File: src/rtl/utopia_rx_pkg.sv
package utopia_rx_pkg;
  localparam int unsigned CELL_UNITS_8  = 53;
  localparam int unsigned CELL_UNITS_16 = 27;

  typedef enum logic {
    AV_CELL = 1'b0,
    AV_PKT  = 1'b1
  } av_mode_e;
endpackage

File: src/rtl/rx_addr_match.sv
module rx_addr_match #(
  parameter int ADDR_W = 5
) (
  input  logic              clk_i,
  input  logic              rst_ni,
  input  logic [ADDR_W-1:0] poll_addr_i,
  input  logic [ADDR_W-1:0] local_addr_i,
  output logic              hit_o
);
  always_ff @(posedge clk_i or negedge rst_ni) begin
    if (!rst_ni) hit_o <= 1'b0;
    else         hit_o <= (poll_addr_i == local_addr_i);
  end
endmodule

File: src/rtl/rx_occ_counter.sv
module rx_occ_counter #(
  parameter int DEPTH = 128,
  localparam int OCC_W = $clog2(DEPTH + 1)
) (
  input  logic             clk_i,
  input  logic             rst_ni,
  input  logic             wr_i,
  input  logic             rd_i,
  output logic [OCC_W-1:0] occ_o
);
  localparam logic [OCC_W-1:0] FULL = OCC_W'(DEPTH);

  logic inc, dec;
  assign inc = wr_i && (occ_o != FULL);
  assign dec = rd_i && (occ_o != '0);

  always_ff @(posedge clk_i or negedge rst_ni) begin
    if (!rst_ni)         occ_o <= '0;
    else if (inc && !dec) occ_o <= occ_o + 1'b1;
    else if (dec && !inc) occ_o <= occ_o - 1'b1;
  end
endmodule

File: src/rtl/rx_avail_decide.sv
module rx_avail_decide
  import utopia_rx_pkg::*;
#(
  parameter int OCC_W = 8,
  localparam int TH_W = OCC_W + 1
) (
  input  logic             clk_i,
  input  logic             rst_ni,
  input  logic             hit_i,
  input  logic [OCC_W-1:0] occ_i,
  input  av_mode_e         mode_i,
  input  logic             wide_i,
  input  logic [TH_W-1:0]  thresh_i,
  output logic             avail_o
);
  localparam logic [OCC_W-1:0] CELL_N8  = OCC_W'(CELL_UNITS_8);
  localparam logic [OCC_W-1:0] CELL_N16 = OCC_W'(CELL_UNITS_16);

  av_mode_e        mode_q;
  logic            wide_q, cond_q, pend_q;
  logic [TH_W-1:0] thr_q, bytes;
  logic            cell_ok, cond, cfg_chg;

  assign cell_ok = wide_i ? (occ_i >= CELL_N16) : (occ_i >= CELL_N8);
  assign bytes   = wide_i ? {occ_i, 1'b0} : {1'b0, occ_i};
  assign cond    = bytes >= thresh_i;
  assign cfg_chg = (mode_i != mode_q) || (wide_i != wide_q) || (thresh_i != thr_q);

  always_ff @(posedge clk_i or negedge rst_ni) begin
    if (!rst_ni) begin
      mode_q <= AV_CELL;
      wide_q <= 1'b0;
      thr_q  <= '0;
      cond_q <= 1'b0;
      pend_q <= 1'b0;
    end else begin
      mode_q <= mode_i;
      wide_q <= wide_i;
      thr_q  <= thresh_i;
      cond_q <= cond;
      // clear beats arm; arm only on a fresh crossing
      if (cfg_chg || !cond)              pend_q <= 1'b0;
      else if (!cond_q)                  pend_q <= 1'b1;
      else if (hit_i && mode_i == AV_PKT) pend_q <= 1'b0;
    end
  end

  assign avail_o = hit_i && ((mode_i == AV_PKT) ? pend_q : cell_ok);
endmodule

File: src/rtl/utopia_rx_avail.sv
module utopia_rx_avail
  import utopia_rx_pkg::*;
#(
  parameter int ADDR_W = 5,
  parameter int DEPTH  = 128,
  localparam int OCC_W = $clog2(DEPTH + 1)
) (
  input  logic              clk_i,
  input  logic              rst_ni,
  input  logic [ADDR_W-1:0] poll_addr_i,
  input  logic [ADDR_W-1:0] local_addr_i,
  input  logic              pkt_mode_i,
  input  logic              wide_i,
  input  logic [OCC_W:0]    pkt_thresh_i,
  input  logic              wr_stb_i,
  input  logic              rd_stb_i,
  output logic              avail_o,
  output logic              avail_oe_o
);
  logic             hit;
  logic [OCC_W-1:0] occ;

  rx_addr_match #(.ADDR_W(ADDR_W)) u_match (
    .clk_i(clk_i), .rst_ni(rst_ni),
    .poll_addr_i(poll_addr_i), .local_addr_i(local_addr_i),
    .hit_o(hit)
  );

  rx_occ_counter #(.DEPTH(DEPTH)) u_occ (
    .clk_i(clk_i), .rst_ni(rst_ni),
    .wr_i(wr_stb_i), .rd_i(rd_stb_i),
    .occ_o(occ)
  );

  rx_avail_decide #(.OCC_W(OCC_W)) u_dec (
    .clk_i(clk_i), .rst_ni(rst_ni),
    .hit_i(hit), .occ_i(occ),
    .mode_i(av_mode_e'(pkt_mode_i)), .wide_i(wide_i),
    .thresh_i(pkt_thresh_i),
    .avail_o(avail_o)
  );

  assign avail_oe_o = hit;
endmodule

File: config.mk
export PLATFORM = sky130hd
export DESIGN_NAME = utopia_rx_avail
export DESIGN_NICKNAME = d
export VERILOG_FILES = /design/src/rtl/utopia_rx_pkg.sv /design/src/rtl/rx_addr_match.sv /design/src/rtl/rx_occ_counter.sv /design/src/rtl/rx_avail_decide.sv /design/src/rtl/utopia_rx_avail.sv
export SDC_FILE = /design/constraint.sdc
export NUM_CORES = 1
export LEC_CHECK = 0
export BUFFER_PORTS_ARGS = -buffer_cell sky130_fd_sc_hd__buf_4
export CORE_MARGIN = 10
export CORE_UTILIZATION = 30
export CTS_BUF_LIST = sky130_fd_sc_hd__clkbuf_4 sky130_fd_sc_hd__clkbuf_8 sky130_fd_sc_hd__clkbuf_16
export CTS_CLUSTER_SIZE = 12
export DETAILED_ROUTE_END_ITERATION = 10
export GPL_ROUTABILITY_DRIVEN = 0
export PLACE_DENSITY = 0.59
export SYNTH_ARGS = -nofsm -noshare
export SYNTH_HDL_FRONTEND = slang
export SYNTH_HIERARCHICAL = 1
export SYNTH_SLANG_ARGS = --single-unit
File: constraint.sdc
create_clock -name clk_i -period 4.1 [get_ports clk_i]
set_clock_uncertainty 0.15 [all_clocks]
set_input_delay 0.82 -clock clk_i [delete_from_list [all_inputs] [get_ports clk_i]]
set_output_delay 0.82 -clock clk_i [all_outputs]
set_load 0.02 [all_outputs]
; Yosys cells after proc, flatten, opt, wreduce, memory -nomap -nowiden
; Cells that the tools add are included.
[op_classes]
addsub = 2
magnitude_cmp = 3
eq_ne = 6
mux = 8
n_reduce_logical = 14
[op_table]
columns = cell, count
row1 = $mux W8, 2
row2 = $ge A9 B9 Y1, 1
row3 = $mux W9, 1
row4 = $ne A9 B9 Y1, 1
row5 = $add A8 B1 Y8 const B, 1
row6 = $ge A8 B5 Y1 const B, 1
row7 = $ge A8 B6 Y1 const B, 1
row8 = $ne A8 B8 Y1 const B, 1
row9 = $reduce_bool A8 Y1, 1
row10 = $sub A8 B1 Y8 const B, 1
row11 = $logic_and A1 B1 Y1, 6
row12 = $eq A5 B5 Y1, 1
row13 = $mux W1, 5
row14 = $logic_not A1 Y1, 3
row15 = $logic_or A1 B1 Y1, 3
row16 = $ne A3 B3 Y1 const B, 1
row17 = $ne A1 B1 Y1, 2
row18 = $reduce_bool A2 Y1, 1
[totals]
regBits = 22
in_bits = 25
output_inout_bits = 2
word_cells = 40

; Logic depth before layout (Yosys ltp)
; Gate-level depths: netlist of run 1.
[logic_depth]
depth_word = 6
depth_mapped = 11
mapped_depth_nobuf = 11

; Hierarchy
; Netlist of run 1, hierarchy kept.
[by_module_without_submodules]
columns = module, n_inst, cells_per_inst, area_each_um2, seq_area_each_um2
row1 = rx_avail_decide, 1, 82, 855.8, 325.3
row2 = rx_occ_counter, 1, 71, 645.6, 200.2
row3 = rx_addr_match, 1, 8, 83.8, 25.0

; Least setup slack after synthesis of run 1
; No wires, ideal clock.
[synth_path]
path_kind = register to register
start = reg u_occ.occ_o[0]
end = reg u_occ.occ_o[7]
setup_ps = 75
arrival_ps = 2624
t_required_ps = 3875
path_slack_ps = 1251
stages_incl_launch_ff = 12
path_buffers = 0
synth_period_minus_slack_ps = 2849
cell_sequence = dfrtp_1 > nor4_1 > nand2_1 > o21ai_1 > ha_1 > inv_1 > ha_1 > a211oi_2 > nor2_2 > a31oi_1 > mux2_4 > o2bb2ai_2
[synth_via]
elab_chain_len = 5
elab_cells_between_ends = 13
cone_classes = add/sub: 2 / eq/ne: 1 / mux: 2 / reduce/logical: 8
[synth_lines]
columns = item, line
row1 = start: declaration, rx_occ_counter.sv:9  ; output logic [OCC_W-1:0] occ_o
row2 = start signal: assignment, rx_occ_counter.sv:19  ; else if (inc && !dec) occ_o <= occ_o + 1'b1;
row3 = start signal: assignment, rx_occ_counter.sv:20  ; else if (dec && !inc) occ_o <= occ_o - 1'b1;
row4 = "parallel branches: the longest is 5 deep, another holds $sub A8 B1 Y8", -
; Several ways; the timed one is not identified. The select of a mux whose other input is x is not followed.
; A chain may end at the register's enable or synchronous reset.

; Final worst setup path of run 1
; Ends and elaborated chain as after synthesis.

==> flow_results.org, run 1 <==
** Status
- Status :: complete, no violations

** Drt
- For this block, the initial DRC count from the detailed router was 56.
- Total via count after detailed routing :: 1,216
- Post-DR wirelength/cell :: approximately 13 um
- In the routed design, unresolved DRC markers number 0.
- Final wirelength :: 3440 um
- Once detail routing completed, the nets flagged for antenna violations numbered 0.
- First-pass iteration count of the detailed router :: 4
- In the routed layout, each cell is associated on average with a via count of 4.71.

** Placed design
- Worst slack, placed :: ~920 ps
- Post-DP HPWL :: roughly 2600 um
- IO Port Bufs :: 26

** Timing
- Measured against its own limit, the worst slew margin works out to 62.6%.
- Setup repair after global routing left no endpoint under its margin.
- Dividing the final minimum period by the clock period gives 78.9%.
- Post-Route Setup TNS :: 0 ps
- Setup slack closes at 866 ps.
- Setup violations remaining at the end of the flow were counted as 0.
- Fmax :: 0.309 GHz
- Number of slew-limit violations in the final report :: 0
- For the pin with the worst max-slew slack, the measured transition is 546 ps.
- Final critical-path required period :: about 3200 ps
- Final hold vios :: 0

** Global route
- Global routing finished with a remaining overflow of 0.
- Antenna violations before repair :: 0
- Global-route wire length before repair :: 5820 um
- Via count of the first global-routing pass :: 1,205
- Largest net degree at the start of global routing :: 23
- Global routing used ~8.2% of the available tracks.

** Final layout
- Proportion of layout cells with a drive suffix above 1 :: 25.5%
- The number of antenna diodes in the final layout is 0.
- Post-synthesis to final-layout area growth :: 21.6%
- Final #Nets :: around 230

** Floorplan
- Starting density of the core :: 31.0%
- Area of the core :: 0.00511 mm^2
- Width of the chip :: ~93 um
- In this run the core area contains 26 standard-cell rows.
- Die Y :: 92.7 um
- Top Ports :: 27
- Area enclosed by the die boundary :: 0.00859 mm^2

** Clock tree
- # resized after CTS :: 0
- Number of H-tree branching levels :: 1
- Clock latency on the worst-skew pair, taken at its later pin, is 260 ps.
- Postcts setup bufs :: 0
- TritonCTS created 3 clock buffers.
- TritonCTS clock tree :: built
- Counting along the longest clock path gives a buffer depth of 2.
- The clock net in this run drives a total of 22 sinks.
- Clock-pin slew was measured on the worst setup and hold paths at 90 ps.
- Hold repair after CTS inserted 0 buffers.
- The tree is rooted in a clkbuf_8.

** Synthesis
- When the netlist entered floorplanning its net count stood at a little over 200.
- Average cell area after synthesis :: 9.85 um^2
- Distinct cells, synth :: 37
- Syn Inst Count :: 161
- Of all flip-flops after synthesis, the portion carrying an async set or reset was 100%.
- Mapped cell area :: approximately 0.0016 mm^2
- For this run, the leading register cell type out of synthesis is dfrtp_1.
- Yosys mapped a number of flops with a built-in enable equal to 0.
- After synthesis the netlist holds a flip-flop and latch count of 22.
- Sequential cells were found to cover 34.7% of the synthesized design area.
- Yosys printed 6 warnings.

** Worst hold path
- Class of the worst hold path :: in -> async

** Pwr
- Leak pwr :: 0.000866 uW
- Power spread over the standard cell area amounts to 591 mW/mm^2.
- Net switching fraction of the power :: 40.5%
- Sequential cells burn 31.2% of the power.
- Peak ir drop on the vdd network :: 0.000229 V
- Combinational logic is responsible for 50.8% of the overall power.
- The clock network burns 18.1% of the power.
- Summed over all nets, the switching power comes to 461 uW.
- The internal power of the cells totals ~680 uW.

** Setup path
- STA classifies the critical path startpoint as a flop.
- In this design, the stage delay of the slowest critical-path cell is 510 ps.
- STA classifies the critical path endpoint as a flop.
- Signal arrival time at the worst endpoint :: between 3000 and 4000 ps
- Required @ worst endpoint :: 4150 ps
- Worst-path maximum fanout :: 9
- Sequence of cells on the critical path :: nor4_1 > nand2_1 > o21ai_1 > ha_1 > inv_1 > ha_1 > o21ai_1 > nor2_2 > a31oi_1 > mux2_4 > o2bb2ai_2
- Category of the critical setup timing path :: reg -> reg
- The slowest stage of the critical path is the dfrtp_1 cell.

** Flow run
- The tool flagged a number of max-cap violations equal to 0.
## sequential cells by signal, summed over array words and instances, names as in the netlist
| name | cells |
|---|---|
| u_match/hit_o | 1 |
| u_occ/occ_o | 8 |
| u_dec/wide_q | 1 |
| u_dec/cond_q | 1 |
| u_dec/thr_q | 9 |
| u_dec/mode_q | 1 |
| u_dec/pend_q | 1 |
## kinds of logic after synthesis
logic type	Yosys count	share of synthesized area [%]
AOI/OAI and AO/OA	41	17.5
xor gates and xnor gates	22	13.1
DFF	22	34.7
and+or+nand+nor	33	10.6
buffers and inverters	18	4.26
muxes	8	5.92
adders and majority gates	17	13.9
## critical path: cells and delay by family, from the launching register on
family	cells	cell delay [ps]
buffers and inverters	1	200
flip-flops	1	510
adder cells (fa/ha/maj)	2	630
AND/OR/NAND/NOR	3	620
multiplexers	1	330
AO/OA/AOI/OAI	4	740
## cell usage in the layout, fill, tap and decap left out, types with 4 or more instances in the layout
master,instances
inv_1,15
a21oi_1,9
dfrtp_1,22
buf_4,26
o21ai_1,8
mux2_2,7
nor2_1,4
o21ai_0,5
xor2_1,4
ha_1,16
xnor2_1,16
nand2_1,13
## power groups by stage
stage	clock, uW	combinational [uW]	sequential (uW)
after detailed placement	0	566	362
after floorplan	0	464	331
after global routing	221	656	372
final	206	579	355
after CTS	212	575	358
after global placement	0	563	362
## stage by stage
stage                     power, uW  hold slack (ps)  instance area [um^2]  util [%]  cells
after floorplan                 795              371                  1590         -    161
after global placement          925              420                  1860      36.4    254
after detailed placement        928              444                  1860      36.4    254
after CTS                      1150              292                  1930      37.8    258
after global routing           1250              294                  1930      37.8    258
final                          1140              278                  1930      37.8    258
## cell usage after synthesis (3+ instances only)
library cell	number	area, um^2
nand2_1	13	48.8
a211oi_1	3	22.5
nor3_1	3	15.0
a21o_1	3	22.5
dfrtp_1	22	551
clkbuf_1	3	11.3
a21oi_1	9	45.0
inv_1	15	56.3
o21ai_0	5	25.0
mux2_2	7	78.8
nand4_1	3	18.8
xnor2_1	16	140
xor2_1	4	35.0
o21ai_1	8	40.0
nor2_1	4	15.0
ha_1	16	200
## layer usage
| metal | vias up | wire [um] | track usage (%) |
|---|---|---|---|
| met2 | 14 | 1560 | 12.4 |
| met1 | 569 | 1720 | 11.1 |
| li1 | 631 | - | - |
| met3 | 2 | 111 | 1.37 |
| met4 | 0 | 41 | 4.11 |
| met5 | - | 0 | 0 |
## path summary, 6_finish.rpt
check	end	from	slack (ps)	cells after the start
worst max-delay path	u_occ/occ_o[7]	u_occ/occ_o[0]	870	11
worst min-delay path	u_match/hit_o	rst_ni	280	1
worst max register to register	u_occ/occ_o[7]	u_occ/occ_o[0]	870	11
worst min register to register	u_occ/occ_o[4]	u_occ/occ_o[4]	450	2
max in group asynchronous	u_occ/occ_o[7]	rst_ni	3290	1
min in group clk_i	u_occ/occ_o[4]	u_occ/occ_o[4]	450	2
## final cells by class
| type | instances | area [um^2] |
|---|---|---|
| Clock buffer | 3 | 41.3 |
| Tap cell | 70 | 87.6 |
| Inverter | 15 | 56.3 |
| Clock inverter | 1 | 30.0 |
| Fill cell | 518 | 3180 |
| Sequential cell | 22 | 551 |
| Multi-Input combinational cell | 121 | 967 |
| Timing Repair Buffer | 26 | 195 |
No activity file was read; power rests on OpenSTA's default activity.
==> run 2, diff against run 1 <==
--- a/config.mk
+++ b/config.mk
@@ -12,7 +12,7 @@
 export CTS_CLUSTER_SIZE = 12
 export DETAILED_ROUTE_END_ITERATION = 10
 export GPL_ROUTABILITY_DRIVEN = 0
-export PLACE_DENSITY = 0.59
+export PLACE_DENSITY = 0.61
 export SYNTH_ARGS = -nofsm -noshare
 export SYNTH_HDL_FRONTEND = slang
 export SYNTH_HIERARCHICAL = 1
==> constraint.sdc (replaced) <==
create_clock -name clk_i -period 2.85 [get_ports clk_i]
set_clock_uncertainty 0.15 [all_clocks]
set_input_delay 0.57 -clock clk_i [delete_from_list [all_inputs] [get_ports clk_i]]
set_output_delay 0.57 -clock clk_i [all_outputs]
set_load 0.02 [all_outputs]
==> flow_results.org, run 2 (synthesis results as in run 1) <==
** Status
- Status :: complete, no violations

** Final layout
- Number of flip-flops under the largest register name :: 9 (unchanged)
- The ratio of cells with drive above 1 in the final layout is 37.3% (+12 points).
- The antenna diode count was 0 (unchanged).
- Most common cell after layout, fill and taps aside :: buf_4
- More flip-flops sit in one register than any other, and that register is u_dec/thr_q.
- Final Cell Area :: 0.00212 mm^2 (+10%)
- Final #Nets :: 244 (+5.6%)
- Final core utilization :: 41.6% (+3.8 points)
- Relative to the synthesized area, the layout overhead comes to 33.9%.
- Highest-count cells in the layout ignoring fill and taps :: 39 x buf_4, 22 x dfrtp_1, 16 x xnor2_1
- Top flop regs :: u_dec/thr_q (9), u_occ/occ_o (8)

** Timing
- Setup repair after global routing left no endpoint under its margin.
- Slew of the pin with the lowest slew margin :: 525 ps (-21.2 ps)
- Fmax :: 0.374 GHz (+21%)
- The worst relative slew slack came to 64.1% (+1.5 points).
- Final hold vios :: 0 (unchanged)
- The final cycle utilization of the critical path was 93.8% (+15 points).
- Final Hold Slack :: 23.7 ps (-255 ps)
- The max-slew violation count was 0 (unchanged).
- Post-Route Setup TNS :: 0 ps (unchanged)
- Count of final setup violators :: 0 (unchanged)
- The minimum period implied by the final worst setup slack is 2670 ps (-562 ps).

** Setup path
- In this run the critical register-to-register path is captured at u_occ/occ_o[7].
- STA classifies the critical path endpoint as a flop.
- Signal arrival time at the worst endpoint :: 2710 ps (-570 ps)
- STA classifies the critical path startpoint as a flop.
- Startpoint of the worst setup timing path :: u_occ/occ_o[2]
- The data required time at the worst endpoint came to 2890 ps (-1260 ps).
- Worst r2r src :: u_occ/occ_o[2]
- Internal reg-to-reg setup slack :: 180 ps (-690 ps)
- Worst Reg-to-Reg Cells :: 11 (unchanged)
- The critical path in this run is classified as reg -> reg.
- Worst-path maximum fanout :: 6 (-3)

** Floorplan
- The area of the placeable core is 0.00511 mm^2 (unchanged).
- Width of the chip :: 92.7 um (unchanged)
- Die Y :: 92.7 um (unchanged)
- The top-level port count is 27 (unchanged).
- Area enclosed by the die boundary :: 0.00859 mm^2 (unchanged)
- The initial core utilization came to 31.0% (unchanged).
- Standard-cell row count :: 26 (unchanged)

** Drt
- Remaining number of nets flagged by the antenna check after routing :: 0 (unchanged)
- The routed via count was 1,261 (+3.7%).
- Number of DRC markers in iteration 0 :: 80 (+43%)
- Post-DR wirelength/cell :: 12.8 um (-4.3%)
- Routed via count divided by cell count :: 4.65 (-1.3%)
- Final wirelength :: 3460 um (+0.55%)
- The number of optimization iterations in the first detailed-route pass came to 4 (unchanged).
- The remaining routing DRC violations came to 0 (unchanged).

** Clock tree
- The number of sinks handled by clock tree synthesis is 22 (unchanged).
- The number of buffers on the longest clock path came to 2 (unchanged).
- Clock root buffer :: clkbuf_8
- Number of buffers inserted during clock tree synthesis :: 3 (unchanged)
- The clock latency reported for the late side of the worst-skew pair is 260 ps (about the same).
- Clock input transition at the sequential cells of the worst setup and hold paths :: 90 ps (about the same)
- TritonCTS built the clock tree.
- The H-tree depth came to 1 (unchanged).

** Placed design
- The count of buffers inserted at the top-level ports is 26 (unchanged).
- Post-DP HPWL :: 2730 um (+3.6%)
- The area of placed instances is 0.00195 mm^2 (+4.9%).

** Worst hold path
- Class of the worst hold path :: in -> async

** Global route
- The total global-route track usage is 8.30% (+0.067 points).
- The wire length of the first global-routing pass was 5860 um (+0.72%).
- Antenna violations before repair :: 0 (unchanged)
- The largest net degree at the start of global routing came to 23 (unchanged).
- Via count of the first global-routing pass :: 1,238 (+2.7%)
- The overall overflow remaining after global route is 0 (unchanged).

** Flow run
- The number of violations of the max-capacitance limit is 0 (unchanged).

** Pwr
- Cell Int Power :: 1150 uW (+69%)
- The leakage power of the design came to 0.000935 uW (+8.0%).
- The total power per unit cell area is 882 mW/mm^2 (+49%).
- The switching power as a share of total power is 38.6% (-1.9 points).
- The relative contribution of the clock network to total power was 15.6% (-2.5 points).
- The part of the power in combinational logic was 61.0% (+10 points).
- The largest voltage drop on the vdd net is 0.000288 V (+26%).
- Portion of total power attributed to sequential cells :: 23.5% (-7.7 points)
- The switching power was 722 uW (+56%).
-- run 2: changes by cell type in the layout (fill, tap and decap cells not counted), sizes merged --
cell / change
buf: +13
-- run 2: metal layers --
metal	vias to the layer above	global-route usage [%]	wire length [um]
met1	591	10.9	1660
met3	2	1.78	157
met5	-	0	0
met4	0	3.60	40
met2	20	12.8	1600
li1	648	-	-
-- run 2: what timing repair did --
| item | CTS | global route |
|---|---|---|
| hold buffers | 0 | 0 |
| gates resized for setup | 1 | 15 |
| setup buffers | 0 | 1 |
| setup endpoints to repair | 1 | 3 |
| pin swaps | 0 | 7 |
-- run 2: power groups by stage --
stage                     Sequential [uW]  Combinational, uW  Clock, uW
after floorplan                       476                667          0
after global placement                435               1010          0
after detailed placement              437               1010          0
after CTS                             436               1020        299
after global routing                  451               1280        314
final                                 439               1140        292
-- run 2: how the worst max path moves through the flow --
stage                     endpoint  cells past startpoint
CTS                 u_occ/occ_o[7]                     11
global route        u_occ/occ_o[7]                     11
global placement    u_occ/occ_o[7]                     11
floorplan           u_occ/occ_o[7]                     11
detailed placement  u_occ/occ_o[7]                     11
finish              u_occ/occ_o[7]                     11
-- run 2: per-stage QoR --
step | power (uW) | setup WS [ps] | std cells
after detailed placement | 1450 | -8.58 | 266
after global placement | 1440 | 137 | 266
final | 1870 | 178 | 271
after global routing | 2040 | 14.6 | 271
after floorplan | 1140 | 1.26 | 161
after CTS | 1760 | 1.76 | 270
-- run 2: critical path, cell delays in order (launching register included) --
cell and delay (ps):
dfrtp_1 400, nor4_2 320, nand2_1 110, o21ai_2 140, ha_2 220, inv_4 70, ha_4 220, a211oi_2 280
nor2_2 100, a31oi_4 160, mux2_4 320, o2bb2ai_2 120
-- run 2: final cells by class --
type	count	area [um^2]
clock inverter	1	30.0
tap	70	87.6
inverter	15	58.8
sequential	22	551
clock buffer	3	41.3
timing repair buffer	39	293
fill	512	2980
multi-input combinational	121	1060
==> run 3, diff against run 2 <==
--- a/config.mk
+++ b/config.mk
@@ -12,7 +12,7 @@
 export CTS_CLUSTER_SIZE = 12
 export DETAILED_ROUTE_END_ITERATION = 10
 export GPL_ROUTABILITY_DRIVEN = 0
-export PLACE_DENSITY = 0.61
+export PLACE_DENSITY = 0.59
 export SYNTH_ARGS = -nofsm -noshare
 export SYNTH_HDL_FRONTEND = slang
 export SYNTH_HIERARCHICAL = 1
==> constraint.sdc (replaced) <==
create_clock -name clk_i -period 3.4 [get_ports clk_i]
set_clock_uncertainty 0.15 [all_clocks]
set_input_delay 0.68 -clock clk_i [delete_from_list [all_inputs] [get_ports clk_i]]
set_output_delay 0.68 -clock clk_i [all_outputs]
set_load 0.02 [all_outputs]
==> flow_results.org, run 3 (synthesis results as in run 1) <==
** Timing
- The final cycle utilization of the critical path was 89.0% (-4.8 points).
- The count of endpoints failing hold in the final timing report is 0 (unchanged).
- The final critical-path setup slack is 374 ps (+196 ps).
- Number of slew-limit violations in the final report :: 0 (unchanged)
- Fmax :: 0.331 GHz (-12%)
- Post-Route Setup TNS :: 0 ps (unchanged)
- The setup violation total in the final timing report came to 0 (unchanged).
- Setup repair after global routing left no endpoint under its margin.
- The minimum period implied by the final worst setup slack is 3030 ps (+354 ps).
- Max-slew headroom :: 58.8% (-5.2 points)
- The measured slew at the worst slew-check pin was 602 ps (+76.5 ps).

** Setup path
- Category of the critical setup timing path :: reg -> reg
- Worst-path maximum fanout :: 8 (+2)
- In this run the critical register-to-register path is captured at u_occ/occ_o[7].
- STA classifies the critical path startpoint as a flop.
- Internal reg-to-reg setup slack :: 370 ps (+200 ps)
- Kind of end point of the critical path :: flop
- Maximum single-stage delay on the critical path :: 480 ps (+80 ps)
- The arrival time at the worst endpoint came to 3070 ps (+360 ps).
- For this design, the slowest cell found on the critical path is dfrtp_1.
- By instance count, the cell type seen most on the critical path is ha_1.
- Required @ worst endpoint :: 3450 ps (+560 ps)
- The count of cells along the worst register-to-register path was 11 (unchanged).
- The signal on the critical path passes through nor4_2 > nand2_1 > o21ai_1 > ha_1 > inv_1 > ha_1 > a211oi_2 > nor2_2 > a31oi_1 > mux2_4 > o2bb2ai_2.
- Worst r2r src :: u_occ/occ_o[1]

** Clock tree
- TritonCTS built the clock tree.
- Clock root buffer :: clkbuf_8
- The post-CTS setup repair buffer count is 0 (unchanged).
- Clock input transition at the sequential cells of the worst setup and hold paths :: 80 ps (about the same)
- # resized after CTS :: 0 (-1)
- The TritonCTS buffer count came to 3 (unchanged).
- Number of H-tree branching levels :: 1 (unchanged)
- Number of hold-repair buffers added at the cts stage :: 0 (unchanged)
- Number of clock sinks :: 22 (unchanged)
- Latest clock arrival within the worst-skew pair :: 260 ps (about the same)
- Longest Clk Path Bufs :: 2 (unchanged)

** Global route
- Via count of the first global-routing pass :: 1,226 (-0.97%)
- Largest net degree at the start of global routing :: 23 (unchanged)
- The overall overflow remaining after global route was 0 (unchanged).
- The initial antenna violation count came to 0 (unchanged).
- The wire length of the first global-routing pass came to 5710 um (-2.5%).
- The total global-route track usage was 8.07% (-0.23 points).

** Placed design
- IO Port Bufs :: 26 (unchanged)
- Post-DP HPWL :: 2640 um (-3.1%)
- DP Cell Count :: 256 (-3.8%)
- The pre-CTS worst setup slack was 340 ps (+349 ps).

** Pwr
- Total Power :: 1390 uW (-26%)
- Leak pwr :: 0.000877 uW (-6.3%)
- Peak ir drop on the vdd network :: 0.000235 V (-18%)
- The total power per unit cell area was 713 mW/mm^2 (-19%).

** Final layout
- The ratio of cells with drive above 1 in the final layout was 26.8% (-10 points).
- The post-layout instance count excluding filler cells was 260 (-4.1%).
- Highest-count cells in the layout ignoring fill and taps :: 28 x buf_4, 22 x dfrtp_1, 16 x xnor2_1, 16 x ha_1, 15 x inv_1
- Number of flip-flops under the largest register name :: 9 (unchanged)
- Compared with the post-synthesis result, the final layout area differs by 23.0%.
- Register name with the most flops :: u_dec/thr_q
- Most common cell after layout, fill and taps aside :: buf_4
- Top flop regs :: u_dec/thr_q (9), u_occ/occ_o (8)
- Final core utilization :: 38.2% (-3.4 points)
- Number of fill cells in the layout :: 527 (+2.9%)
- The net count of the finished layout is 233 (-4.5%).
- Antenna diodes :: 0 (unchanged)

** Floorplan
- The top-level port count was 27 (unchanged).
- Starting density of the core :: 31.0% (unchanged)
- Width of the chip :: 92.7 um (unchanged)
- Die Y :: 92.7 um (unchanged)
- The die area is 0.00859 mm^2 (unchanged).
- Standard-cell row count :: 26 (unchanged)
- The area of the placeable core came to 0.00511 mm^2 (unchanged).

** Drt
- The number of optimization iterations in the first detailed-route pass is 4 (unchanged).
- Number of DRC markers in iteration 0 :: 97 (+21%)
- The post-route antenna net violation count was 0 (unchanged).
- Final wirelength :: 3380 um (-2.1%)
- The routed via count was 1,227 (-2.7%).
- Post-DR wirelength/cell :: 13.0 um (+2.0%)
- The remaining routing DRC violations came to 0 (unchanged).
- The number of vias per cell came to 4.72 (+1.4%).

** Flow run
- Number of max-cap violations :: 0 (unchanged)

** Worst hold path
- Class of the worst hold path :: in -> async

** Status
- The run finished with clean final reports.
-- run 3: cell types whose count changed in the layout (fill, tap and decap cells not counted), sizes merged --
| cell | change |
|---|---|
| buf | -11 |
-- run 3: worst max path at each step --
stage / start / endpoint / slack, ps / depth (start not counted)
floorplan: u_occ/occ_o[0] / u_occ/occ_o[7] / 550 / 11
global placement: u_occ/occ_o[1] / u_occ/occ_o[7] / 420 / 11
detailed placement: u_occ/occ_o[1] / u_occ/occ_o[7] / 340 / 11
CTS: u_occ/occ_o[1] / u_occ/occ_o[7] / 280 / 11
global route: u_occ/occ_o[1] / u_occ/occ_o[7] / 90 / 11
finish: u_occ/occ_o[1] / u_occ/occ_o[7] / 370 / 11
-- run 3: worst max-delay path: cells and delay by family (launching register included) --
kind,cells,cell delay (ps)
AOI/OAI and AO/OA,4,720
adders and majority gates,2,590
buffers and inverters,1,190
DFF,1,480
muxes,1,330
and+or+nand+nor,3,510
-- run 3: per-stage QoR --
stage               hold slack, ps  instance area, um^2
detailed placement             436                 1870
floorplan                      234                 1590
global placement               439                 1870
global route                   157                 1950
CTS                            155                 1940
finish                         147                 1950
-- run 3: metal layers --
layer  vias to the layer above  global-route usage, %  share of wire [%]  wire length, um
met5                         -                      0                  0                0
met4                         0                   2.70                1.2               41
met3                         2                   1.61                4.6              156
met2                        27                   13.2                 45             1530
met1                       571                   10.3                 49             1650
li1                        627                      -                  -                -
-- run 3: layout make-up --
| class | count | area, um^2 | share of cell area, % |
|---|---|---|---|
| inverter | 15 | 56.3 | 2.89 |
| clock inverter | 1 | 30.0 | 1.54 |
| tap | 70 | 87.6 | 4.49 |
| clock buffer | 3 | 41.3 | 2.12 |
| multi-input combinational | 121 | 973 | 49.9 |
| timing repair buffer | 28 | 210 | 10.8 |
| sequential | 22 | 551 | 28.2 |
-- run 3: where the power goes --
group / internal [uW] / total [uW] / switching, uW
sequential: 323 / 404 / 81.2
clock: 157 / 243 / 86.0
combinational: 356 / 743 / 387
